### config.mk
export PLATFORM = sky130hd
export DESIGN_NAME = dma_page_extender
export DESIGN_NICKNAME = d
export VERILOG_FILES = /design/src/rtl/dpx_pkg.sv /design/src/rtl/dpx_ctrl.sv /design/src/rtl/dpx_datapath.sv /design/src/rtl/dma_page_extender.sv
export SDC_FILE = /design/constraint.sdc
export NUM_CORES = 1
export LEC_CHECK = 0
export ABC_AREA = 1
export BUFFER_PORTS_ARGS = -buffer_cell sky130_fd_sc_hd__buf_2
export CAP_MARGIN = 20
export CORE_MARGIN = 2
export CORE_UTILIZATION = 61
export CTS_CLUSTER_SIZE = 16
export DETAILED_ROUTE_END_ITERATION = 10
export GPL_TIMING_DRIVEN = 0
export PLACE_DENSITY = 0.82
export SYNTH_ARGS = -nofsm -noshare
export SYNTH_HDL_FRONTEND = slang
export SYNTH_SLANG_ARGS = --single-unit
### constraint.sdc
create_clock -name clk -period 3.4 [get_ports clk]
set_clock_uncertainty 0.2 [all_clocks]
set_input_delay 0.68 -clock clk [delete_from_list [all_inputs] [get_ports clk]]
set_output_delay 0.68 -clock clk [all_outputs]
set_load 0.005 [all_outputs]
### src/rtl/dpx_pkg.sv
package dpx_pkg;
  parameter int PAGE_W   = 8;
  parameter int OFF_W    = 16;
  parameter int PAGE_CNT = 16;
  parameter int CHAN_W   = 2;
  localparam int IDX_W   = $clog2(PAGE_CNT);
  localparam int ADDR_W  = PAGE_W + OFF_W;

  typedef struct packed {
    logic             pageWr;
    logic [IDX_W-1:0] wrIdx;
    logic             ackLoad;
    logic [IDX_W-1:0] ackIdx;
    logic             isWord;
    logic             makeAddr;
  } ctrlStrobes_t;
endpackage

### src/rtl/dpx_ctrl.sv
module dpx_ctrl
  import dpx_pkg::*;
(
  input  logic              regWrEn,
  input  logic [IDX_W-1:0]  regIdx,
  input  logic              ackValid,
  input  logic              ackCtrl,
  input  logic [CHAN_W-1:0] ackChan,
  input  logic [1:0]        ackKind,
  output ctrlStrobes_t      strb
);
  localparam int HALF_W = IDX_W - 1;

  logic [HALF_W-1:0] chanSlot;

  // Fixed, scrambled channel-to-slot map shared by both controllers
  always_comb begin
    unique case (ackChan)
      2'd0:    chanSlot = HALF_W'(7);
      2'd1:    chanSlot = HALF_W'(3);
      2'd2:    chanSlot = HALF_W'(1);
      default: chanSlot = HALF_W'(2);
    endcase
  end

  always_comb begin
    strb.pageWr   = regWrEn;
    strb.wrIdx    = regIdx;
    strb.ackLoad  = ackValid;
    strb.ackIdx   = {ackCtrl, chanSlot};
    strb.isWord   = ackCtrl;
    strb.makeAddr = ~ackKind[1];
  end
endmodule

### src/rtl/dpx_datapath.sv
module dpx_datapath
  import dpx_pkg::*;
(
  input  logic              clk,
  input  logic              rstN,
  input  ctrlStrobes_t      strb,
  input  logic [IDX_W-1:0]  regIdx,
  input  logic [PAGE_W-1:0] regWrData,
  output logic [PAGE_W-1:0] regRdData,
  input  logic [CHAN_W-1:0] ackChan,
  input  logic [1:0]        ackKind,
  input  logic [OFF_W-1:0]  ackOffset,
  input  logic              ackTc,
  output logic              xferValid,
  output logic              xferAddrValid,
  output logic [ADDR_W-1:0] xferAddr,
  output logic              xferWord,
  output logic [CHAN_W-1:0] xferChan,
  output logic [1:0]        xferKind,
  output logic              xferTc
);
  logic [PAGE_W-1:0] pageQ [PAGE_CNT];

  for (genvar g = 0; g < PAGE_CNT; g++) begin : g_page
    always_ff @(posedge clk) begin
      if (!rstN)
        pageQ[g] <= '0;
      else if (strb.pageWr && strb.wrIdx == IDX_W'(g))
        pageQ[g] <= regWrData;
    end
  end

  assign regRdData = pageQ[regIdx];

  logic [PAGE_W-1:0] ackPage;
  logic [ADDR_W-1:0] pageField;
  logic [ADDR_W-1:0] offField;
  logic [ADDR_W-1:0] addrNext;

  always_comb begin
    ackPage   = pageQ[strb.ackIdx];
    pageField = {ackPage, {OFF_W{1'b0}}};
    if (strb.isWord)
      offField = {{(PAGE_W-1){1'b0}}, ackOffset, 1'b0};
    else
      offField = {{PAGE_W{1'b0}}, ackOffset};
    addrNext = strb.makeAddr ? (pageField | offField) : '0;
  end

  always_ff @(posedge clk) begin
    if (!rstN) begin
      xferValid     <= 1'b0;
      xferAddrValid <= 1'b0;
      xferAddr      <= '0;
      xferWord      <= 1'b0;
      xferChan      <= '0;
      xferKind      <= '0;
      xferTc        <= 1'b0;
    end else begin
      xferValid <= strb.ackLoad;
      if (strb.ackLoad) begin
        xferAddrValid <= strb.makeAddr;
        xferAddr      <= addrNext;
        xferWord      <= strb.isWord;
        xferChan      <= ackChan;
        xferKind      <= ackKind;
        xferTc        <= ackTc;
      end
    end
  end
endmodule

### src/rtl/dma_page_extender.sv
module dma_page_extender
  import dpx_pkg::*;
(
  input  logic              clk,
  input  logic              rstN,
  input  logic              regWrEn,
  input  logic [IDX_W-1:0]  regIdx,
  input  logic [PAGE_W-1:0] regWrData,
  output logic [PAGE_W-1:0] regRdData,
  input  logic              ackValid,
  input  logic              ackCtrl,
  input  logic [CHAN_W-1:0] ackChan,
  input  logic [1:0]        ackKind,
  input  logic [OFF_W-1:0]  ackOffset,
  input  logic              ackTc,
  output logic              xferValid,
  output logic              xferAddrValid,
  output logic [ADDR_W-1:0] xferAddr,
  output logic              xferWord,
  output logic [CHAN_W-1:0] xferChan,
  output logic [1:0]        xferKind,
  output logic              xferTc
);
  ctrlStrobes_t strb;

  dpx_ctrl ctrl_i (
    .regWrEn  (regWrEn),
    .regIdx   (regIdx),
    .ackValid (ackValid),
    .ackCtrl  (ackCtrl),
    .ackChan  (ackChan),
    .ackKind  (ackKind),
    .strb     (strb)
  );

  dpx_datapath dp_i (
    .clk           (clk),
    .rstN          (rstN),
    .strb          (strb),
    .regIdx        (regIdx),
    .regWrData     (regWrData),
    .regRdData     (regRdData),
    .ackChan       (ackChan),
    .ackKind       (ackKind),
    .ackOffset     (ackOffset),
    .ackTc         (ackTc),
    .xferValid     (xferValid),
    .xferAddrValid (xferAddrValid),
    .xferAddr      (xferAddr),
    .xferWord      (xferWord),
    .xferChan      (xferChan),
    .xferKind      (xferKind),
    .xferTc        (xferTc)
  );
endmodule

[After elaboration in Yosys (flattened, before gate mapping)]
Memory sizes are Yosys's and may differ from the RTL's.
Index checks and enable logic that the tools add are counted.
Storage, ports and cells
  register bits: 32
  memory bits (writable): 128
  input bits: 38
  output and inout bits: 40
  logic and storage cells: 129
  memories kept: 1
Cells by class
  equal/unequal tests: 17
  mux-type cells: 68
  bitwise gates (word level): 18
  reduce and logical (&&, ||, !) cells: 18
Memories
  dp_i.pageQ: words 16, width 8, rd ports 2, clocked after memory_dff 0, write ports 16, line dpx_datapath.sv:22  | logic [PAGE_W-1:0] pageQ [PAGE_CNT];
Operators with widths (count)
  two-way mux 8 bit: 16
  two-way mux 1 bit: 49
  equality test 4 bit, second input constant: 8
  two-way mux 24 bit: 1
  bitwise OR 24 x 17 -> 24 bit: 1
  two-way mux 17 bit: 1
  equality test 4 x 3 -> 1 bit, second input constant: 4
  logical AND 1 bit: 16
  bitwise OR 1 bit: 16
  one-hot mux 3 bit (3 select lines): 1
  equality test 4 x 2 -> 1 bit, second input constant: 2
  equality test 4 x 1 -> 1 bit, second input constant: 1
  logical NOT 4 bit: 1
  equality test 2 x 1 -> 1 bit, second input constant: 1
  equality test 2 bit, second input constant: 1
  logical NOT 2 bit: 1
  NOT 1 bit: 1

[Longest topological paths before layout]
  depth after elaboration: 6
  depth in mapped cells: 8

[Hierarchy]
Synthesis repeated with hierarchy kept, for this count alone.
Unflattened totals
  cells, all modules: 1021
  area total of the unflattened synthesis: 8504.4 um2
Modules (own cells, without submodules)
  dpx_datapath: times used 1, cells each 1008, area each 8425.6 um2, sequential area each 4484.3 um2
  dpx_ctrl: times used 1, cells each 13, area each 78.8 um2, sequential area each 0.0 um2

[Worst setup path before layout]
OpenSTA, ideal clock, no wires.
  kind: input -> register
  start: in regIdx[2]
  end: mem dp_i.pageQ[5][0] (enable)
  library setup time: 0.384 ns
  data arrival time: 1.869 ns
  data required time: 2.816 ns
  setup slack: 0.947 ns
  stages: 5
  path buffers: 1
  cell sequence: inv_1 > nor2_1 > buf_2 > inv_1 > o21ai_0
RTL lines
  from (decl): line dma_page_extender.sv:7  | input logic [IDX_W-1:0] regIdx,
  to (decl): line dpx_datapath.sv:22

[Worst setup path after layout]
  start: in regIdx[2]
  end: out regRdData[6]
Between the ends
  cells in the longest elaborated chain, start to end: 1
Ends and longest elaborated chain
  memory read (16 x 8 bit)
  to (decl): line dma_page_extender.sv:9  | output logic [PAGE_W-1:0] regRdData,
Every way passes these cells.

==> impl_metrics.ini <==
[run_status]
status = completed

[grt]
grt_use_total_pct = 36.09
overflow = 0
grt_pass1_vias = 6251
antenna_found_initial = 0
grt_first_pass_wirelength_mm = 34.78
grt_max_degree = 17

[floorplan]
core-area_sq_um = 12010
die_width_um = 115.0
ios = 78
die_area_sq_um = 13230
std_cell_rows = 40
fp.dieH_um = 115.0
start_util_pct = 62.61

[synthesis]
yosysSeqAreaShare_pct = 59.62
yosysMostFrequentCell = nand2_1
yosys.area.top_type = edfxtp_1
synthArstFlopShare_pct = 0
synth_edf_count = 128
ys_top_cells_by_area = edfxtp_1 (51%), nand2_1 (12%), nor2_1 (9.0%)
yosysUniqueCellTypes = 17
ys.flop_type = edfxtp_1
synthCells = 870
synth_top_area_share_pct = 51.11
syn-cell-area_sq_um = 7521
netlist_top_cells_count = nand2_1 (239), nor2_1 (181), edfxtp_1 (128)
avgSynthCellArea_sq_um = 8.645
yosys_warnings = 0
synth_nets = 908
yosys_register_bits = 160

[setup_path]
r2r_start = dp_i.pageQ[10][2]
required_ps = 2520
worstSetupPathType = in2out
crit_start = regIdx[2]
rr_worst_depth = 5
startpoint_type = input pin
cp_max_fo = 10
cp.arrival_ps = 2150
endpoint_kind = output pin
regToRegSetupSlack_ps = 2090

[run]
maxCapViolations = 0

[drt]
dr.first_iter.drc_count = 1002
drcViolationCount = 0
vias = 6845
wl_per_cell_um = 20.14
ant_nets = 0
firstDrtPassIters = 6
post_drt_via_cell_ratio = 6.041
routed_wl_mm = 22.82

[place]
dpl.hpwl_mm = 16.43
io_buffers = 75
place.gp.congestion = 1.020
place_area_sq_um = 8118

[pwr]
power_leakage_nw = 3.663
ir_drop_v = 0.0004671
power.density_nw_per_um2 = 545.4

[cts]
cts_hold_buf = 0
cts_tree = built
cts.sinks = 160
cts_buffer_depth = 2
cts.clk_slew.worst_paths_ps = 60
htreeDepth = 4
post_cts_resized = 0
cts.root.buffer_cell = clkbuf_16
clk_latency_ps = 430
numCtsBuffers = 17
postCtsSetupRepairBufs = 0

[timing]
hold_viol_final = 0
slew_headroom_pct = 40.43
min_period_over_period_pct = 89.20
rsz0062_at_grt = false
fin_setup_tns_ps = 0
setup_viol = 0
period_needed_ps = 3033
worstMarginPinSlew_ps = 893.5
fmax_mhz = 329.7
drv_slew = 0

[finish]
design_area_sq_um = 8757
nNetsFinal = 1011
area_growth_syn_to_layout_pct = 16.44
antenna_cells = 0
drive_gt1_share_pct = 16.43

[hold_path]
hold_depth = 2
hold_path.startpoint = dp_i.xferAddr[8]
hp-class = reg2reg
-- final timing paths --
kind                       end
min reg2reg   dp_i.xferAddr[8]
max               regRdData[6]
min           dp_i.xferAddr[8]
max reg2reg  dp_i.xferAddr[18]
-- flip-flops by register name, summed over array words and instances, names as in the netlist --
register            cells
dp_i.pageQ            128
dp_i.xferAddr          24
dp_i.xferChan           2
dp_i.xferKind           2
dp_i.xferAddrValid      1
dp_i.xferTc             1
dp_i.xferValid          1
dp_i.xferWord           1
-- logic make-up (layout without fill, tap and decap cells) --
group                  Yosys count  count (layout)  share of synthesized area [%]
buffers and inverters          104             220                          5.690
AOI/OAI and AO/OA               82              82                          5.457
and+or+nand+nor                524             524                          29.23
DFF                            160             160                          59.62
-- metrics by stage --
stage          hold WS (ps)  worst slack [ps]  instances  total power [mW]  utilization [%]
2_1_floorplan         260.7             947.1        870             2.570                -
3_3_place_gp          251.2             357.2       1092             2.765            67.27
3_5_place_dp          251.7             404.4       1099             2.778            67.58
4_1_cts               264.0             408.8       1131             4.753            72.78
5_1_grt               278.4             307.3       1133             4.895            72.91
6_report              261.9             367.3       1133             4.776            72.91
-- cell type report --
| type | count | area (sq um) |
|---|---|---|
| Buffer | 48 | 217.7 |
| Sequential cell | 160 | 4484 |
| Multi-Input combinational cell | 606 | 2609 |
| Timing Repair Buffer | 84 | 427.9 |
| Clock inverter | 15 | 198.9 |
| Inverter | 56 | 210.2 |
| Clock buffer | 17 | 425.4 |
| Fill cell | 907 | 3254 |
| Tap cell | 147 | 183.9 |
-- worst max-delay path, cell delays in order --
cell and delay (ps):
buf_2 120, nor2_1 370, clkbuf_1 480, nand2_1 190, nand4_1 170, buf_2 130
-- layout by cell type, fill, tap and decap left out, types with 4 or more instances in the layout --
cell	synthesis	final
inv_2	6	6
nand3b_1	8	8
inv_1	50	50
clkbuf_1	16	16
nand3_2	4	4
o21ai_0	30	30
buf_2	30	111
a21oi_1	52	52
clkbuf_16	0	17
nand2_1	239	239
nor2_2	5	5
nand4_1	40	40
dfxtp_1	32	32
nor2_1	181	181
nand3_1	46	46
edfxtp_1	128	128
inv_6	0	7
-- routing by layer --
layer	vias to the layer above	track usage [%]	share of wire, %
met5	-	0	0
met4	0	18.88	5.8
met3	89	8.803	12
met2	519	53.18	43
met1	3140	50.09	39
li1	3097	-	-
-- where the power goes --
part	switching, mW	leakage (nW)	internal (mW)	total [mW]
clock network	0.835	0.297	1.18	2.01
registers	0.0682	1.49	2.23	2.29
logic	0.327	1.88	0.140	0.467
total	1.23	3.66	3.55	4.78
Note: power is estimated with default switching activity, not from simulation.
